$ cat src/rtl/xpt_pkg.sv
package xpt_pkg;
  localparam int unsigned XPT_ROWS     = 16;
  localparam int unsigned XPT_COLS     = 16;
  localparam int unsigned XPT_DEV_BITS = XPT_ROWS * XPT_COLS;

  typedef enum logic [1:0] {
    ST_IDLE   = 2'd0,
    ST_SHIFT  = 2'd1,
    ST_STROBE = 2'd2,
    ST_DONE   = 2'd3
  } xpt_state_e;
endpackage

$ cat src/rtl/xpt_half_tick.sv
module xpt_half_tick #(
  parameter int unsigned HW = 11
) (
  input  logic          clk,
  input  logic          rst_n,
  input  logic          en,
  input  logic [HW-1:0] half,
  output logic          tick
);
  logic [HW-1:0] cnt_q;

  assign tick = en && (cnt_q == half - HW'(1));

  always_ff @(posedge clk or negedge rst_n) begin
    if (!rst_n)             cnt_q <= '0;
    else if (!en || tick)   cnt_q <= '0;
    else                    cnt_q <= cnt_q + HW'(1);
  end
endmodule

$ cat src/rtl/xpt_bit_shifter.sv
module xpt_bit_shifter #(
  parameter int unsigned TOTAL = 512
) (
  input  logic             clk,
  input  logic             rst_n,
  input  logic             load,
  input  logic [TOTAL-1:0] load_data,
  input  logic             advance,
  output logic             sdata,
  output logic             last_bit
);
  localparam int unsigned CW = $clog2(TOTAL);

  logic [TOTAL-1:0] vec_q;
  logic [CW-1:0]    idx_q;

  assign sdata    = vec_q[TOTAL-1];
  assign last_bit = (idx_q == CW'(TOTAL-1));

  always_ff @(posedge clk or negedge rst_n) begin
    if (!rst_n) begin
      vec_q <= '0;
      idx_q <= '0;
    end else if (load) begin
      vec_q <= load_data;
      idx_q <= '0;
    end else if (advance) begin
      vec_q <= {vec_q[TOTAL-2:0], 1'b0};
      idx_q <= idx_q + CW'(1);
    end
  end
endmodule

$ cat src/rtl/xpt_seq_fsm.sv
module xpt_seq_fsm
  import xpt_pkg::*;
(
  input  logic clk,
  input  logic rst_n,
  input  logic req_valid,
  input  logic tick,
  input  logic last_bit,
  output logic accept,
  output logic advance,
  output logic tick_en,
  output logic sclk,
  output logic strobe_n,
  output logic busy,
  output logic done,
  output logic ready
);
  xpt_state_e state_q;
  logic       sclk_q;
  logic       strobe_q;
  logic       strb_half_q;

  assign ready    = (state_q == ST_IDLE);
  assign busy     = !ready;
  assign accept   = ready && req_valid;
  assign tick_en  = (state_q == ST_SHIFT) || (state_q == ST_STROBE);
  assign advance  = (state_q == ST_SHIFT) && tick && sclk_q && !last_bit;
  assign done     = (state_q == ST_DONE);
  assign sclk     = sclk_q;
  assign strobe_n = strobe_q;

  always_ff @(posedge clk or negedge rst_n) begin
    if (!rst_n) begin
      state_q     <= ST_IDLE;
      sclk_q      <= 1'b0;
      strobe_q    <= 1'b1;
      strb_half_q <= 1'b0;
    end else begin
      unique case (state_q)
        ST_IDLE: if (req_valid) state_q <= ST_SHIFT;
        ST_SHIFT: if (tick) begin
          sclk_q <= !sclk_q;
          if (sclk_q && last_bit) begin
            state_q     <= ST_STROBE;
            strobe_q    <= 1'b0;
            strb_half_q <= 1'b0;
          end
        end
        ST_STROBE: if (tick) begin
          if (!strb_half_q) strb_half_q <= 1'b1;
          else begin
            strobe_q <= 1'b1;
            state_q  <= ST_DONE;
          end
        end
        ST_DONE: state_q <= ST_IDLE;
        default: state_q <= ST_IDLE;
      endcase
    end
  end

  AST_IDLE_LINES: assert property (@(posedge clk) disable iff (!rst_n)
    (state_q == ST_IDLE) |-> (!sclk_q && strobe_q));
  AST_CLK_QUIET_IN_STROBE: assert property (@(posedge clk) disable iff (!rst_n)
    !strobe_q |-> !sclk_q);
  AST_DONE_SINGLE: assert property (@(posedge clk) disable iff (!rst_n)
    done |=> !done);
  AST_DONE_ON_RELEASE: assert property (@(posedge clk) disable iff (!rst_n)
    $rose(strobe_q) |-> done);
  AST_NO_TAKE_WHEN_BUSY: assert property (@(posedge clk) disable iff (!rst_n)
    (busy && req_valid && !done) |=> busy);
endmodule

$ cat src/rtl/xpt_chain_loader.sv
module xpt_chain_loader
  import xpt_pkg::*;
#(
  parameter int unsigned NDEV     = 2,
  parameter int unsigned DIV_W    = 16,
  parameter int unsigned HALF_MIN = 5,
  parameter int unsigned HALF_MAX = 1250
) (
  input  logic                         clk,
  input  logic                         rst_n,
  input  logic                         req_valid,
  output logic                         req_ready,
  input  logic [NDEV*XPT_DEV_BITS-1:0] req_data,
  input  logic [DIV_W-1:0]             div_half,
  output logic                         sclk,
  output logic                         sdata,
  output logic                         strobe_n,
  output logic                         busy,
  output logic                         done
);
  localparam int unsigned TOTAL = NDEV * XPT_DEV_BITS;
  localparam int unsigned HW    = $clog2(HALF_MAX + 1);

  logic          accept, advance, tick_en, tick, last_bit;
  logic [HW-1:0] half_req, half_q;

  always_comb begin
    if (32'(div_half) < HALF_MIN)      half_req = HW'(HALF_MIN);
    else if (32'(div_half) > HALF_MAX) half_req = HW'(HALF_MAX);
    else                               half_req = HW'(div_half);
  end

  always_ff @(posedge clk or negedge rst_n) begin
    if (!rst_n)      half_q <= HW'(HALF_MIN);
    else if (accept) half_q <= half_req;
  end

  xpt_half_tick #(.HW(HW)) i_tick (
    .clk(clk), .rst_n(rst_n), .en(tick_en), .half(half_q), .tick(tick)
  );

  xpt_bit_shifter #(.TOTAL(TOTAL)) i_shift (
    .clk(clk), .rst_n(rst_n), .load(accept), .load_data(req_data),
    .advance(advance), .sdata(sdata), .last_bit(last_bit)
  );

  xpt_seq_fsm i_fsm (
    .clk(clk), .rst_n(rst_n), .req_valid(req_valid), .tick(tick),
    .last_bit(last_bit), .accept(accept), .advance(advance),
    .tick_en(tick_en), .sclk(sclk), .strobe_n(strobe_n), .busy(busy),
    .done(done), .ready(req_ready)
  );

  AST_HALF_WINDOW: assert property (@(posedge clk) disable iff (!rst_n)
    busy |-> (32'(half_q) >= HALF_MIN && 32'(half_q) <= HALF_MAX));
  AST_DATA_STEADY_AT_RISE: assert property (@(posedge clk) disable iff (!rst_n)
    $rose(sclk) |-> $stable(sdata));
  AST_SHIFT_ONLY_ON_FALL: assert property (@(posedge clk) disable iff (!rst_n)
    (busy && $past(busy) && !$stable(sdata)) |-> $fell(sclk));
endmodule

$ cat config.mk
export PLATFORM = sky130hd
export DESIGN_NAME = xpt_chain_loader
export DESIGN_NICKNAME = d
export VERILOG_FILES = /design/src/rtl/xpt_pkg.sv /design/src/rtl/xpt_half_tick.sv /design/src/rtl/xpt_bit_shifter.sv /design/src/rtl/xpt_seq_fsm.sv /design/src/rtl/xpt_chain_loader.sv
export SDC_FILE = /design/constraint.sdc
export NUM_CORES = 1
export LEC_CHECK = 0
export ABC_AREA = 1
export CAP_MARGIN = 20
export CORE_ASPECT_RATIO = 0.9
export CORE_MARGIN = 2
export CORE_UTILIZATION = 55
export CTS_BUF_LIST = sky130_fd_sc_hd__clkbuf_8
export CTS_CLUSTER_SIZE = 12
export DETAILED_ROUTE_END_ITERATION = 8
export DONT_BUFFER_PORTS = 1
export PLACE_DENSITY = 0.67
export SETUP_SLACK_MARGIN = 0.4
export SLEW_MARGIN = 20
export SYNTH_ARGS = -nofsm -noshare
export SYNTH_HDL_FRONTEND = slang
export SYNTH_SLANG_ARGS = --single-unit
$ cat constraint.sdc
create_clock -name clk -period 3.7 [get_ports clk]
set_clock_uncertainty 0.1 [all_clocks]
set_input_delay 0.74 -clock clk [delete_from_list [all_inputs] [get_ports clk]]
set_output_delay 0.74 -clock clk [all_outputs]
set_load 0.02 [all_outputs]
After elaboration in Yosys (flattened, before gate mapping) --
Index checks and enable logic that the tools add are counted.
Cells by class: $add $sub $neg 3, $lt $le $gt $ge 2, eq/ne operators 10, multiplexer cells 20, reduce and logical (&&, ||, !) cells 19
Operators by type and width (number):
- 512-bit 2-to-1 mux | 2
- 11-bit 2-to-1 mux | 3
- 9-bit 2-to-1 mux | 2
- 16-bit by 11-bit > comparator with 1-bit output, second input constant | 1
- 16-bit by 3-bit < comparator with 1-bit output, second input constant | 1
- 11-bit by 1-bit adder with 11-bit output, second input constant | 1
- 11-bit equality test | 1
- 11-bit by 1-bit subtractor with 11-bit output, second input constant | 1
- 2-bit 2-to-1 mux | 5
- 5-bit AND reduction | 2
- 9-bit by 1-bit adder with 9-bit output, second input constant | 1
- 9-bit equality test, second input constant | 1
- 2-bit one-hot mux with 4 select lines | 1
- 1-bit logical AND | 6
- 2-bit by 1-bit != test with 1-bit output, second input constant | 3
- 1-bit 2-to-1 mux | 5
- 2-bit equality test, second input constant | 2
- 1-bit zero test | 4
- 2-bit != test, second input constant | 2
- 1-bit one-hot mux with 2 select lines | 2
- 4-bit AND reduction | 1
- 2-bit nonzero test | 2
- 2-bit by 1-bit equality test with 1-bit output, second input constant | 1
- 2-bit zero test | 1
- 2 further kinds | 3
Word-level totals: flip-flop bits (word level) 548, output and inout port bits 6

Depth between registers and ports, before layout --
word-level depth 8, mapped depth 19, gate-level depth less buffers 15

Modules after synthesis --
From an unflattened synthesis, not the netlist that was laid out.
Unflattened totals: cell total of the unflattened synthesis 2577, area total of the unflattened synthesis 25243.0 um^2
By module, submodules not included:
- xpt_bit_shifter | instances 1, cells each 2279, area an instance 23198.5 um^2
- xpt_half_tick | instances 1, cells each 160, area an instance 1037.2 um^2
- xpt_chain_loader | instances 1, cells each 88, area an instance 636.9 um^2
- xpt_seq_fsm | instances 1, cells each 50, area an instance 370.4 um^2

Worst setup path after synthesis --
Ideal clock, no wire load.
kind register -> register, start point register half_q[0], end point register i_shift.vec_q[203], arrival time 2481 ps, data required time 3534 ps, setup slack 1053 ps, cell stages (with the launch flop) 20, clock period less this slack 2647 ps, path through dfstp_2 > inv_1 > ha_1 > nand2_1 > inv_1 > nor2_1 > nand2_1 > nor2_1 > nand3_1 > nor3_2 > nand3_2 > nor2_2 > nand3_1 > buf_6 > nand2_4 > buf_8 > buf_12 > buf_8 > nand2_1 > nand2_1
Between the ends: word-level cells in the longest chain between the ends 7
RTL lines:
- start: declaration | RTL line xpt_chain_loader.sv:25 | logic [HW-1:0] half_req, half_q;
- start signal: assignment | RTL line xpt_chain_loader.sv:34 | if (!rst_n) half_q <= HW'(HALF_MIN);
- start signal: assignment | RTL line xpt_chain_loader.sv:35 | else if (accept) half_q <= half_req;
- 11-bit by 1-bit subtractor with 11-bit output | RTL line xpt_half_tick.sv:12 | assign tick = en && (cnt_q == half - HW'(1));
- 11-bit equality test | RTL line xpt_half_tick.sv:12
- 1-bit logical AND | RTL line xpt_half_tick.sv:12
- 1-bit logical AND (3 in a row) | RTL line xpt_seq_fsm.sv:27 | assign advance = (state_q == ST_SHIFT) && tick && sclk_q && !last_bit;
- 2-bit nonzero test (no line)
- end signal: assignment | RTL line xpt_bit_shifter.sv:25 | vec_q <= load_data;
- end signal: assignment | RTL line xpt_bit_shifter.sv:28 | vec_q <= {vec_q[TOTAL-2:0], 1'b0};
- end: declaration | RTL line xpt_bit_shifter.sv:14 | logic [TOTAL-1:0] vec_q;
Every way passes these cells. A chain may end at the register's enable or synchronous reset.

Worst setup path after layout --
start point register half_q[0], end point register i_shift.vec_q[268]
Same word-level chain as after synthesis.

==> reports/metrics.cfg <==
[finish]
areaGrowthSynthToFinish_pct=7.63
n_fill_cell=4955
finalNonFillerCells=4826
final_nets=4600
drive_above_1_share=0.0496

[route]
first_iter_violations=2147
drc=0
viasPerCell=5.17
wl_per_cell_um=15.7
vias=25000
antenna_left=0
firstDrtPassIters=7
wl_um=75800

[die]
initial_core_util=0.556
dieArea_sq_mm=0.0541
num_io_pins=537
dieWidth_um=245
core_sq_mm=0.0517
rows=79
die_y_um=221

[timing]
fmax_mhz=329
tns_ns=0
hold_viol=545
post-route-period-util=0.822
period_needed_ns=3.04
drv_slew=0
rsz0062_at_grt=false
relSlewSlack=0.0424
timing.hold.ws_ns=-0.348
finalSetupViolCount=0
tightest_slew_ns=1.44

[global_route]
grt_use_total=0.269
grt_max_degree=549
antenna_found_initial=11
gr-total-overflow=0
grt_first_pass_wirelength_um=118000
grt_pass1_vias=22500

[cts]
clock_latency_ns=0.70
cts_buffers=91
cts_max_path_buffers=3
cts_max_level=3
clk_pin_slew_ns=0.06
numClockSinks=548
root_buffer=clkbuf_8
cts_tree=built

[setup_path]
worstSetupStartpointType=register
cp_max_fo=69
reg2regPathDepth=16
path_class=register to register
cp.required_ns=4.16
arrival_ns=3.50
end_kind=register

[placed_design]
dp.cells=4639
hpwl_um=46800
gp_congestion=0.868
port-buffer-count=0

[synthesis]
synth_commonest_cells=nand2_1 (2,647), dfrtp_1 (545), nand3_1 (542)
synth_edf_count=0
yosysWarningCount=0
synth_ff_type=dfrtp_1
synth-seq-cells=548
yosysUniqueCellTypes=36
synth_top_family_by_area=simple AND/OR/NAND/NOR gates
synth_top_cell_by_area=dfrtp_1
yosys.area.top_type_share=0.474
synthAdderAreaFrac=0.00348
synth_cells=4198
synthSimpleGateAreaFrac=0.454
syn_area_sq_mm=0.0287
synth.mux.area_fraction=0
synth-xor-area-share=0.00305
synth.net_count=4737
synthTopCellsByArea=dfrtp_1 (47%), nand2_1 (35%), nand3_1 (9.4%), clkbuf_1 (2.4%), buf_2 (0.61%)
synth.most_common_cell=nand2_1
async_flop_share=1.00
avgSynthCellArea_sq_um=6.85
synth-compound-area-share=0.00627
yosysSeqAreaShare=0.477

[power]
leakage_nw=18.3
irDropWorstVdd_v=0.000329
p_per_area_mw_per_mm2=370

[status]
status=finished with violations
violations=hold timing

[hold_path]
hold_path_class=input pin to asynchronous set/reset pin

[job]
max_cap_violations=0

==> per-layer routing <==
metal	track usage	wire length, um	up-vias	share of wire
met1	0.376	33700	11400	0.44
met4	0.0844	1850	8	0.024
met3	0.0856	6480	125	0.086
met2	0.399	33700	647	0.45
met5	0	52	-	0.00069
li1	-	-	12800	-
==> layout make-up <==
| cell class | instances | area, sq um | area share |
|---|---|---|---|
| multi-input combinational | 3321 | 13500 | 0.435 |
| timing repair buffer | 58 | 857 | 0.0277 |
| clock buffer | 116 | 1600 | 0.0516 |
| clock inverter | 46 | 255 | 0.00825 |
| sequential | 548 | 13700 | 0.443 |
| antenna | 8 | 20.0 | 0.000647 |
| inverter | 41 | 161 | 0.00522 |
| tap | 688 | 861 | 0.0278 |
==> sequential cells by signal (all words and copies together) (netlist names) <==
register,flops
i_fsm.sclk,1
i_tick.cnt_q,11
i_shift.idx_q,9
i_fsm.state_q,2
i_fsm.strobe_n,1
i_shift.vec_q,512
half_q,11
i_fsm.strb_half_q,1
==> cell families after synthesis <==
group / after synthesis
compound gates: 33
buf+inv: 330
simple gates: 3269
xor+xnor: 10
fa+ha+maj: 8
flops: 548
==> cell usage in the layout, fill, tap and decap left out, types with 4 or more instances in the layout <==
cell / count
xor2_1: 6
buf_16: 4
clkbuf_16: 5
clkinv_2: 7
nand4_1: 9
a21oi_1: 7
clkbuf_8: 116
diode_2: 8
xnor2_1: 4
ha_1: 8
buf_4: 24
nor2_1: 39
dfrtp_1: 545
nor4_1: 4
inv_1: 72
buf_12: 17
nor2_2: 5
o21ai_0: 19
buf_6: 5
nand3_1: 541
nor3_1: 7
nor3b_1: 5
nand2_1: 2646
==> report_power, final <==
group          internal, mW  leakage, nW  switching, mW
clock                  2.95         1.07           2.51
sequential             6.00         7.56              0
combinational       0.00160         9.70        0.00200
total                  8.94         18.3           2.52
==> per-stage QoR <==
stage	area (sq um)	util	worst slack (ns)	hold slack, ns	power [mW]
final	30900	0.599	0.658	-0.348	11.5
after global routing	30900	0.598	0.405	-0.392	11.9
after CTS	30600	0.592	0.413	-0.401	11.6
after detailed placement	28700	0.556	0.432	0.358	6.11
after global placement	28700	0.556	0.461	0.358	6.11
after floorplan	28700	-	1.05	0.344	6.11
==> worst max-delay path, cell delays in order, from the launching register on <==
cell and delay [ns]:
dfstp_2 0.54, inv_1 0.06, ha_1 0.30, nand2_1 0.06, inv_1 0.03, nor2_1 0.07, nand2_1 0.05, nor2_1 0.10
nand3_1 0.13, nor3_2 0.23, nand3_2 0.15, nor2_2 0.19, nand3_4 0.17, buf_16 0.25, buf_16 0.24, nand3_1 0.13
nand2_1 0.07
==> repair_timing <==
action	CTS	global route
hold endpoints to repair	548	545
gates resized for setup	0	16
setup endpoints to repair	0	453
buffers inserted	0	10
==> path summary, 6_finish.rpt <==
kind,slack [ns],from,endpoint
setup / recovery,0.66,half_q[0],i_shift.vec_q[268]
hold / removal,-0.35,rst_n,i_shift.vec_q[497]
setup reg to reg,0.66,half_q[0],i_shift.vec_q[268]
hold reg to reg,0.40,i_shift.vec_q[40],i_shift.vec_q[40]
max in group asynchronous,2.67,rst_n,i_shift.vec_q[56]
min in group clk,0.11,div_half[2],half_q[2]
No activity file was read; power rests on OpenSTA's default activity.
